--- src/rtl/pfb_pkg.sv ---
package pfb_pkg;

    typedef enum logic [1:0] {
        WIN_RECT    = 2'd0,
        WIN_HAMMING = 2'd1,
        WIN_HANN    = 2'd2
    } window_e;

    // Quantized windowed-sinc prototype coefficient at flat index idx.
    function automatic int coef_value(int idx, int nchan, int ntap, int cw, window_e win);
        real pi;
        real arg;
        real sinc;
        real wgt;
        real scale;
        real v;
        int  mid;
        pi  = 3.14159265358979;
        mid = (nchan * ntap) / 2;
        arg = pi * real'(idx - mid) / real'(nchan);
        if (idx == mid) begin
            sinc = 1.0;
        end else begin
            sinc = $sin(arg) / arg;
        end
        case (win)
            WIN_HAMMING: wgt = 0.54 - 0.46 * $cos(2.0 * pi * real'(idx) / real'(nchan * ntap));
            WIN_HANN:    wgt = 0.5 - 0.5 * $cos(2.0 * pi * real'(idx) / real'(nchan * ntap));
            default:     wgt = 1.0;
        endcase
        scale = real'((1 << (cw - 1)) - 1);
        v = sinc * wgt * scale;
        if (v >= 0.0) begin
            return $rtoi(v + 0.5);
        end
        return -$rtoi(0.5 - v);
    endfunction

endpackage

--- src/rtl/pfb_branch_ctrl.sv ---
module pfb_branch_ctrl #(
    parameter int NCHAN = 16,
    parameter int NTAP  = 8,
    localparam int IW   = $clog2(NCHAN),
    localparam int FW   = (NTAP > 1) ? $clog2(NTAP) : 1
) (
    input  logic            clk,
    input  logic            rst_n,
    input  logic            in_valid,
    input  logic            in_sync,
    output logic [IW-1:0]   pos,
    output logic [NTAP-1:0] live,
    output logic            settled
);

    typedef struct packed {
        logic [IW-1:0] pos;
        logic [FW-1:0] frames;
    } ctrl_st_t;

    ctrl_st_t st_d, st_q;

    always_comb begin
        st_d = st_q;
        if (in_valid) begin
            if (st_q.pos == IW'(NCHAN - 1)) begin
                st_d.pos = '0;
                if (st_q.frames != FW'(NTAP - 1)) begin
                    st_d.frames = st_q.frames + 1'b1;
                end
            end else begin
                st_d.pos = st_q.pos + 1'b1;
            end
        end
        if (in_sync) begin
            st_d.pos = '0;
        end
    end

    always_ff @(posedge clk) begin
        if (!rst_n) begin
            st_q <= '0;
        end else begin
            st_q <= st_d;
        end
    end

    for (genvar gt = 0; gt < NTAP; gt++) begin : g_live
        assign live[gt] = (int'(st_q.frames) >= gt);
    end

    assign pos     = st_q.pos;
    assign settled = (st_q.frames == FW'(NTAP - 1));

endmodule

--- src/rtl/pfb_delay_line.sv ---
module pfb_delay_line #(
    parameter int NCHAN = 16,
    parameter int NTAP  = 8,
    parameter int DW    = 8,
    localparam int IW   = $clog2(NCHAN)
) (
    input  logic                      clk,
    input  logic                      in_valid,
    input  logic [IW-1:0]             pos,
    input  logic [DW-1:0]             sample,
    output logic [NTAP-1:0][DW-1:0]   taps
);

    assign taps[0] = sample;

    if (NTAP > 1) begin : g_mem
        localparam int DEPTH = NTAP - 1;

        logic [DW-1:0] mem_d [DEPTH][NCHAN];
        logic [DW-1:0] mem_q [DEPTH][NCHAN];

        always_comb begin
            mem_d = mem_q;
            if (in_valid) begin
                mem_d[0][pos] = sample;
                for (int t = 1; t < DEPTH; t++) begin
                    mem_d[t][pos] = mem_q[t-1][pos];
                end
            end
        end

        always_ff @(posedge clk) begin
            mem_q <= mem_d;
        end

        for (genvar gt = 1; gt < NTAP; gt++) begin : g_rd
            assign taps[gt] = mem_q[gt-1][pos];
        end
    end

endmodule

--- src/rtl/pfb_mac.sv ---
module pfb_mac
    import pfb_pkg::*;
#(
    parameter int      NCHAN  = 16,
    parameter int      NTAP   = 8,
    parameter int      DW     = 8,
    parameter int      CW     = 12,
    parameter int      OW     = 8,
    parameter window_e WINDOW = WIN_HAMMING,
    localparam int IW    = $clog2(NCHAN),
    localparam int NCOEF = NCHAN * NTAP,
    localparam int CIW   = $clog2(NCOEF),
    localparam int PW    = DW + CW,
    localparam int RW    = PW + $clog2(NTAP) + 2,
    localparam int SHIFT = CW - 1,
    localparam int HALF  = 1 << (SHIFT - 1),
    localparam int MAXV  = (1 << (OW - 1)) - 1,
    localparam int MINV  = -(1 << (OW - 1))
) (
    input  logic                     clk,
    input  logic                     rst_n,
    input  logic                     in_valid,
    input  logic [IW-1:0]            in_pos,
    input  logic [NTAP-1:0][DW-1:0]  in_taps,
    output logic [OW-1:0]            out_data
);

    logic [CW-1:0] rom [NCOEF];

    for (genvar gi = 0; gi < NCOEF; gi++) begin : g_rom
        localparam int CV = coef_value(gi, NCHAN, NTAP, CW, WINDOW);
        assign rom[gi] = CV[CW-1:0];
    end

    typedef struct packed {
        logic [NTAP-1:0][PW-1:0] prod;
        logic                    v2;
        logic [OW-1:0]           res;
    } mac_st_t;

    mac_st_t st_d, st_q;

    logic [NTAP-1:0][CW-1:0] coef;
    logic signed [RW-1:0]    acc;
    logic signed [RW-1:0]    rnd;
    logic signed [RW-1:0]    shf;
    logic [OW-1:0]           sat;

    function automatic logic [PW-1:0] smul(logic [DW-1:0] a, logic [CW-1:0] b);
        logic signed [PW-1:0] ea;
        logic signed [PW-1:0] eb;
        ea = PW'($signed(a));
        eb = PW'($signed(b));
        return ea * eb;
    endfunction

    always_comb begin
        for (int t = 0; t < NTAP; t++) begin
            coef[t] = rom[CIW'(t * NCHAN) + CIW'(in_pos)];
        end
    end

    always_comb begin
        acc = '0;
        for (int t = 0; t < NTAP; t++) begin
            acc = acc + RW'($signed(st_q.prod[t]));
        end
        rnd = acc + RW'(HALF);
        shf = rnd >>> SHIFT;
        if (shf > RW'(MAXV)) begin
            sat = OW'(MAXV);
        end else if (shf < RW'(MINV)) begin
            sat = OW'(MINV);
        end else begin
            sat = shf[OW-1:0];
        end
    end

    always_comb begin
        st_d    = st_q;
        st_d.v2 = in_valid;
        if (in_valid) begin
            for (int t = 0; t < NTAP; t++) begin
                st_d.prod[t] = smul(in_taps[t], coef[t]);
            end
        end
        if (st_q.v2) begin
            st_d.res = sat;
        end
    end

    always_ff @(posedge clk) begin
        if (!rst_n) begin
            st_q <= '0;
        end else begin
            st_q <= st_d;
        end
    end

    assign out_data = st_q.res;

endmodule

--- src/rtl/pfb_frontend.sv ---
module pfb_frontend
    import pfb_pkg::*;
#(
    parameter int      NCHAN  = 16,
    parameter int      NTAP   = 8,
    parameter int      DW     = 8,
    parameter int      CW     = 12,
    parameter int      OW     = 8,
    parameter window_e WINDOW = WIN_HAMMING
) (
    input  logic          clk,
    input  logic          rst_n,
    input  logic          in_valid,
    input  logic          in_sync,
    input  logic [DW-1:0] in_data,
    output logic          out_valid,
    output logic          out_sync,
    output logic          out_settled,
    output logic [OW-1:0] out_data
);

    localparam int IW  = $clog2(NCHAN);
    localparam int LAT = 3;

    typedef struct packed {
        logic [NTAP-1:0][DW-1:0] taps;
        logic [IW-1:0]           pos;
        logic [LAT-1:0]          vpipe;
        logic [LAT-1:0]          spipe;
        logic [LAT-1:0]          setpipe;
    } top_st_t;

    top_st_t st_d, st_q;

    logic [IW-1:0]           cur_pos;
    logic [NTAP-1:0]         live;
    logic                    settled;
    logic [NTAP-1:0][DW-1:0] raw_taps;

    pfb_branch_ctrl #(
        .NCHAN (NCHAN),
        .NTAP  (NTAP)
    ) u_ctrl (
        .clk      (clk),
        .rst_n    (rst_n),
        .in_valid (in_valid),
        .in_sync  (in_sync),
        .pos      (cur_pos),
        .live     (live),
        .settled  (settled)
    );

    pfb_delay_line #(
        .NCHAN (NCHAN),
        .NTAP  (NTAP),
        .DW    (DW)
    ) u_dly (
        .clk      (clk),
        .in_valid (in_valid),
        .pos      (cur_pos),
        .sample   (in_data),
        .taps     (raw_taps)
    );

    always_comb begin
        st_d       = st_q;
        st_d.vpipe = {st_q.vpipe[LAT-2:0], in_valid};
        st_d.spipe = {st_q.spipe[LAT-2:0], in_sync};
        if (in_valid) begin
            st_d.pos        = cur_pos;
            st_d.setpipe[0] = settled;
            for (int t = 0; t < NTAP; t++) begin
                st_d.taps[t] = live[t] ? raw_taps[t] : '0;
            end
        end
        for (int s = 1; s < LAT; s++) begin
            if (st_q.vpipe[s-1]) begin
                st_d.setpipe[s] = st_q.setpipe[s-1];
            end
        end
    end

    always_ff @(posedge clk) begin
        if (!rst_n) begin
            st_q <= '0;
        end else begin
            st_q <= st_d;
        end
    end

    pfb_mac #(
        .NCHAN  (NCHAN),
        .NTAP   (NTAP),
        .DW     (DW),
        .CW     (CW),
        .OW     (OW),
        .WINDOW (WINDOW)
    ) u_mac (
        .clk      (clk),
        .rst_n    (rst_n),
        .in_valid (st_q.vpipe[0]),
        .in_pos   (st_q.pos),
        .in_taps  (st_q.taps),
        .out_data (out_data)
    );

    assign out_valid   = st_q.vpipe[LAT-1];
    assign out_sync    = st_q.spipe[LAT-1];
    assign out_settled = st_q.setpipe[LAT-1];

endmodule

--- config.mk ---
export PLATFORM = sky130hd
export DESIGN_NAME = pfb_frontend
export DESIGN_NICKNAME = d
export VERILOG_FILES = /design/src/rtl/pfb_pkg.sv /design/src/rtl/pfb_branch_ctrl.sv /design/src/rtl/pfb_delay_line.sv /design/src/rtl/pfb_mac.sv /design/src/rtl/pfb_frontend.sv
export SDC_FILE = /design/constraint.sdc
export NUM_CORES = 2
export LEC_CHECK = 0
export ABC_AREA = 0
export BUFFER_PORTS_ARGS = -buffer_cell sky130_fd_sc_hd__buf_2
export CAP_MARGIN = 15
export CELL_PAD_IN_SITES_DETAIL_PLACEMENT = 0
export CELL_PAD_IN_SITES_GLOBAL_PLACEMENT = 2
export CORE_ASPECT_RATIO = 1.25
export CORE_MARGIN = 2
export CORE_UTILIZATION = 42
export DETAILED_ROUTE_END_ITERATION = 8
export PLACE_DENSITY = 0.77
export SYNTH_ARGS = -nofsm -noshare
export SYNTH_HDL_FRONTEND = slang
export SYNTH_SLANG_ARGS = --single-unit
export TNS_END_PERCENT = 20
--- constraint.sdc ---
create_clock -name clk -period 7.15 [get_ports clk]
set_input_delay 1.43 -clock clk [delete_from_list [all_inputs] [get_ports clk]]
set_output_delay 1.43 -clock clk [all_outputs]
set_load 0.02 [all_outputs]
# Word level (Yosys, flattened, before mapping)
# Memory sizes are Yosys's and may differ from the RTL's.
# Cells that the tools add are included.
# word_totals
rom_bits,12288
register_bits,1149
input_bits,12
memories,8
# memory_table
name,words,width,read_ports,rd_ports_with_merged_regs,wr,line,rtl
(no name shown),128,12,1,0,0,pfb_mac.sv:59,coef[t] = rom[CIW'(t * NCHAN) + CIW'(in_pos)];
(no name shown),128,12,1,0,0,pfb_mac.sv:59,
(no name shown),128,12,1,0,0,pfb_mac.sv:59,
(no name shown),128,12,1,0,0,pfb_mac.sv:59,
(no name shown),128,12,1,0,0,pfb_mac.sv:59,
(no name shown),128,12,1,0,0,pfb_mac.sv:59,
2 more memories,n/a,n/a,n/a,n/a,n/a,n/a,
# op_classes
eq_ne,3
bitwise_logic,10
n_addsub,17
reduce_logical,3
mul,8
magnitude_cmp,19
muxes,56
# ops
operator,n
bitwise mux 128 bit,7
binary-select mux 8 bit (select 4 bit),7
two-way mux 12 bit,16
two-way mux 8 bit,24
multiplier 8 x 12 -> 20 bit,8
adder 25 x 20 -> 25 bit,5
>= comparator 8 bit (second input constant),8
inverter 7 -> 8 bit,7
demux 8 bit (select 4 bit),1
adder 25 x 12 -> 25 bit (second input constant),1
adder 21 x 20 -> 22 bit,1
adder 20 x 20 -> 21 bit,1
adder 6 x 4 -> 7 bit (first input constant),2
adder 7 x 4 -> 7 bit (first input constant),2
greater-than comparator 14 x 8 -> 1 bit (second input constant),1
< comparator 14 x 8 -> 1 bit (second input constant),1
>= comparator 3 bit (second input constant),4
inverter 4 -> 8 bit,1
adder 6 x 5 -> 7 bit (first input constant),1
adder 5 x 4 -> 6 bit (first input constant),1
adder 5 x 5 -> 6 bit (first input constant),1
>= comparator 3 x 2 -> 1 bit (second input constant),2
>= comparator 5 bit (second input constant),1
< comparator 5 x 1 -> 1 bit (second input constant),1
12 further kinds,12

# Logic depth before layout (Yosys ltp)
# logic_depth
depth_word,11
depth_mapped,32
ltp_nobuf,32

# By module
# Synthesis repeated with hierarchy kept, for this count alone.
# hier_totals
hier_cells,5393
hier_area_um2,68707.1
# by_module_without_submodules
mod,area_per_inst_um2,seq_area_each_um2,cells_each,instances
pfb_delay_line,33592.2,26905.8,1399,1
pfb_mac,31512.7,3383.2,3610,1
pfb_frontend,3134.3,1541.5,328,1
pfb_branch_ctrl,467.9,140.1,56,1

# Worst setup path before layout
# OpenSTA, ideal clock, no wires.
# synth_path
path_type,reg-to-reg
from,register u_mac.st_q[10] in the netlist's numbering
to,"register u_mac.st_q, in the netlist u_mac.out_data[2]"
slack_ns,0.310
period_less_slack_ns,6.840
path_stages_with_launch,31
t_required_ns,7.084
arrival_ns,6.774
setup_time_ns,0.066
cell_sequence,dfxtp_1 inv_1 fa_1 inv_1 ha_1 inv_1 fa_1 nor2b_1 o21ai_1 a21oi_1 nor4bb_1 o31ai_1 o211a_1 o31ai_1 nand2b_1 a21oi_1 o221ai_1 fa_1 inv_1 fa_1 inv_1 fa_1 inv_1 ha_1 ha_1 or3_2 or3_4 and3_4 o31a_1 a31o_4 a21oi_2
# synth_between
elab_chain_cells,11
word_cells_on_any_way,12
classes_between,add/sub: 8; order compare: 2; mux: 2
# synth_rtl
item,line,rtl
start: declaration,pfb_mac.sv:41,"mac_st_t st_d, st_q;"
start signal: assignment,pfb_mac.sv:96,st_q <= st_d;
adder 20 x 20 -> 21 bit *,pfb_mac.sv:66,acc = acc + RW'($signed(st_q.prod[t]));
adder 21 x 20 -> 22 bit *,pfb_mac.sv:66,
adder 25 x 20 -> 25 bit * (5 in a row),pfb_mac.sv:66,
adder 25 x 12 -> 25 bit *,pfb_mac.sv:68,rnd = acc + RW'(HALF);
< comparator 14 x 8 -> 1 bit,pfb_mac.sv:72,end else if (shf < RW'(MINV)) begin
two-way mux 8 bit,pfb_mac.sv:72,
two-way mux 8 bit *,pfb_mac.sv:70,if (shf > RW'(MAXV)) begin
# Every way passes the cells marked *; elsewhere a longest branch is shown, timed or not.
# A chain may end at the register's enable or synchronous reset.

# Worst setup path after layout
# Ends and elaborated chain as after synthesis.

==> key figures <==
Timing
  – F_max: 145.5 MHz
  – Max-slew violation count: 0
  – Hold_ws: 0.4346 ns
  – Fin crit share: a little over nine tenths
  – RSZ-0062 raised after global routing: yes
  – Final setup fails: 0
  – Setup TNS Final: 0 ns
  – Worst-margin pin slew: 1.076 ns
  – Clk_skew: between 0.07 and 0.08 ns
  – Slew headroom: between 20% and 30%
  – Final min period: 6.875 ns
  – Final hold vios: 0

Logic synthesis
  – Seq/Total Area, Yosys: 46.54%
  – Synth cell count leaders: edfxtp_1 (896), inv_1 (743), fa_1 (521)
  – Number of library cell types mapped by synthesis: 77
  – Top-area cell type share of the netlist area: 39.19%
  – Synth area leader: edfxtp_1
  – Avg Cell Area, Syn: about 13 um^2
  – Syn nets: 6182
  – Post-Syn Area: 68650 um^2
  – YS warnings: 0
  – Ys async rst share: 0%
  – Area contributors post-synth: edfxtp_1 (39%), fa_1 (15%), mux4_2 (9.2%)
  – Yosys reg bits: 1148
  – Mapped Cells: 5251
  – Post-synth EDFFs: approximately 900
  – Count leader, synth: edfxtp_1
  – Synth Flop Type: edfxtp_1

Worst setup path
  – R2R Path End: u_mac.out_data[2]
  – Crit Reg-Reg Startpoint: u_mac.st_q[10]
  – Stages on the worst setup path: 28
  – Worst reg-to-reg path cell count: 28
  – Worst Path Max Fanout: 7
  – WP data arrival: 7.52 ns
  – Critical Path End: u_mac.out_data[2]
  – Crit. End Element: flip-flop
  – Critical Path RT: 7.79 ns
  – WS Path Type: reg2reg
  – Worst path bufs/invs: 5
  – Cell mode on critical path: fa_1
  – Max stage delay on crit path: 0.54 ns
  – Critical path startpoint category: flip-flop
  – Critical-path top delay cell: fa_1
  – Family with the most delay on the worst path: adder cells
  – R2r setup slk: 0.28 ns
  – Critical path launch point: u_mac.st_q[10]

Die
  – Die W: 365.6 um
  – Die span in y: approximately 460 um
  – IO Count: 23
  – Core area: 162100 um^2
  – Starting density of the core: about 42%
  – DIE AREA: 166700 um^2
  – Row count: 165

Routing
  – Met3 wire length: 6239 um
  – M1 wire length: 74270 um
  – Antenna-violating nets left: 0
  – Iteration-0 DRC Markers: about 2500
  – DR top layer: met4
  – First-pass iteration count of the detailed router: 5
  – DR WL/cell: between 20 and 25 um
  – Vias per cell: 5.266
  – Drc violations: 0
  – Detailed Route WL: 174400 um
  – Met2 WL: 89840 um
  – Routed vias: 40106

Global route
  – Vias in the first global route: 42323
  – First-pass GRT wire length: 265500 um
  – Largest net degree at the start of global routing: 128
  – Initial antenna violation count: 11
  – Total grt overflow: 0
  – GRT Util Overall: 21.25%

Power
  – Power share of the sequential group: 50.7%
  – NetSw: approximately 3.2 mW
  – Cell-internal power: 11.28 mW
  – Power share of the combinational group: slightly below 6%
  – Peak supply drop: 223.5 uV
  – Clock power share: between 40% and 50%
  – Total power: between 10 and 15 mW
  – Power density cells: 190.5 nW/um^2
  – Switching Fraction: 22.23%
  – Pleak: 29.45 nW

Clock tree
  – Clk_lat worst skew: 0.78 ns
  – Clk pin slew, worst setup/hold paths: 0.06 ns
  – H-tree levels: 3
  – Num CTS Buffers: 113
  – CTS tree: done
  – CTS Buffer Depth: 3
  – CTS sink count: roughly 1100
  – Root buffer cell: clkbuf_16

Finish
  – Total Nets Final: between 6000 and 7000
  – Synth-to-layout area growth: 10.87%
  – Utilization after layout: 46.97%
  – Layout cell share with drive strength beyond 1: 13.59%
  – Fill cells: roughly 14000
  – # diodes: 0
  – Register area: between 30000 and 40000 um^2
  – Multi-input logic area: roughly 33000 um^2

Placed design
  – Port bufs: 22
  – RePlAce Congestion: approximately 0.86
  – Post-DP HPWL: 120800 um

Hold path
  – Min-delay worst type: reg2reg
  – Hold Path Depth: 1

Outcome
  – Status: finished, final reports clean

Job
  – Max_cap viols: 0
==> sequential cells by signal, indices dropped and copies added (netlist names) <==
| register | flops |
|---|---|
| u_dly.g_mem.mem_q | 896 |
| u_mac.st_q | 160 |
| st_q | 70 |
| u_mac.out_data | 8 |
| st_d | 4 |
| u_ctrl.pos | 4 |
| u_ctrl.st_q | 3 |
| out_settled | 1 |
| out_sync | 1 |
| out_valid | 1 |
==> power by group through the flow <==
stage | sequential (mW) | combinational [mW] | clock [mW]
2_1_floorplan | 7.48 | 0.580 | 0
3_3_place_gp | 7.50 | 0.849 | 0
3_5_place_dp | 7.50 | 0.864 | 0
4_1_cts | 7.36 | 0.866 | 6.42
5_1_grt | 7.36 | 0.943 | 6.68
6_report | 7.36 | 0.855 | 6.29
==> worst reg2reg max path, delay by kind of cell (launching register included) <==
| family | cells | cell delay (ns) |
|---|---|---|
| buffers and inverters | 5 | 0.39 |
| flip-flops | 1 | 0.34 |
| adder cells (fa/ha/maj) | 7 | 2.65 |
| AND/OR/NAND/NOR | 3 | 0.63 |
| XOR/XNOR | 1 | 0.18 |
| AO/OA/AOI/OAI | 12 | 2.61 |
==> how the worst min path moves through the flow <==
stage / start / endpoint
finish: st_d[4] / st_d[5]
global route: st_d[4] / st_d[5]
CTS: st_d[4] / st_d[5]
detailed placement: st_d[4] / st_d[5]
global placement: st_d[4] / st_d[5]
floorplan: st_d[5] / out_sync
==> through the flow <==
| step | instance area, um^2 | std cells | setup slack [ns] |
|---|---|---|---|
| 4_1_cts | 75980 | 7614 | 0.009574 |
| 2_1_floorplan | 68650 | 5251 | 0.3097 |
| 3_3_place_gp | 71970 | 7400 | -0.07537 |
| 3_5_place_dp | 71970 | 7400 | -0.03275 |
| 5_1_grt | 76120 | 7616 | -0.07892 |
| 6_report | 76120 | 7616 | 0.2753 |
==> per-layer routing <==
layer | GRT usage [%] | up-vias
met5 | 0 | -
met3 | 1.935 | 219
met4 | 5.590 | 0
met2 | 37.65 | 777
li1 | - | 18230
met1 | 27.83 | 20880
==> layout by cell type, fill, tap and decap left out, types with 49 or more instances in the layout <==
master | synthesis | layout
xnor2_1 | 72 | 72
inv_1 | 743 | 738
buf_4 | 10 | 150
nor2_1 | 321 | 321
clkbuf_16 | 0 | 115
nand2b_1 | 49 | 49
edfxtp_1 | 896 | 896
nand2_1 | 274 | 274
mux4_2 | 280 | 280
ha_1 | 398 | 393
and2_1 | 301 | 286
nand3_1 | 49 | 49
nor2b_1 | 120 | 119
fa_1 | 521 | 519
dfxtp_1 | 252 | 245
mux2i_1 | 109 | 109
o21ai_0 | 93 | 92
a21oi_1 | 192 | 187
==> what timing repair did <==
item,in CTS,in global routing
pin swaps,3,26
setup buffers,0,1
gates resized for setup,3,26
hold buffers,0,0
setup endpoints to repair,7,9
==> cells by family after synthesis <==
family,count (synthesis),share of synthesized area (%)
xor gates and xnor gates,116,1.480
muxes,389,10.77
and+or+nand+nor,1255,9.191
AOI/OAI and AO/OA,482,4.347
DFF,1148,46.54
buffers and inverters,942,5.222
adders and majority gates,919,22.45
==> final cells by class <==
cell class	count	share of cell area (%)
Clock inverter	61	1.121
Tap cell	2171	3.569
Inverter	746	3.690
Sequential cell	1148	42.01
Clock buffer	153	4.113
Multi-Input combinational cell	3161	43.77
Timing Repair Buffer	176	1.733
(Power assumes the default switching activity.)
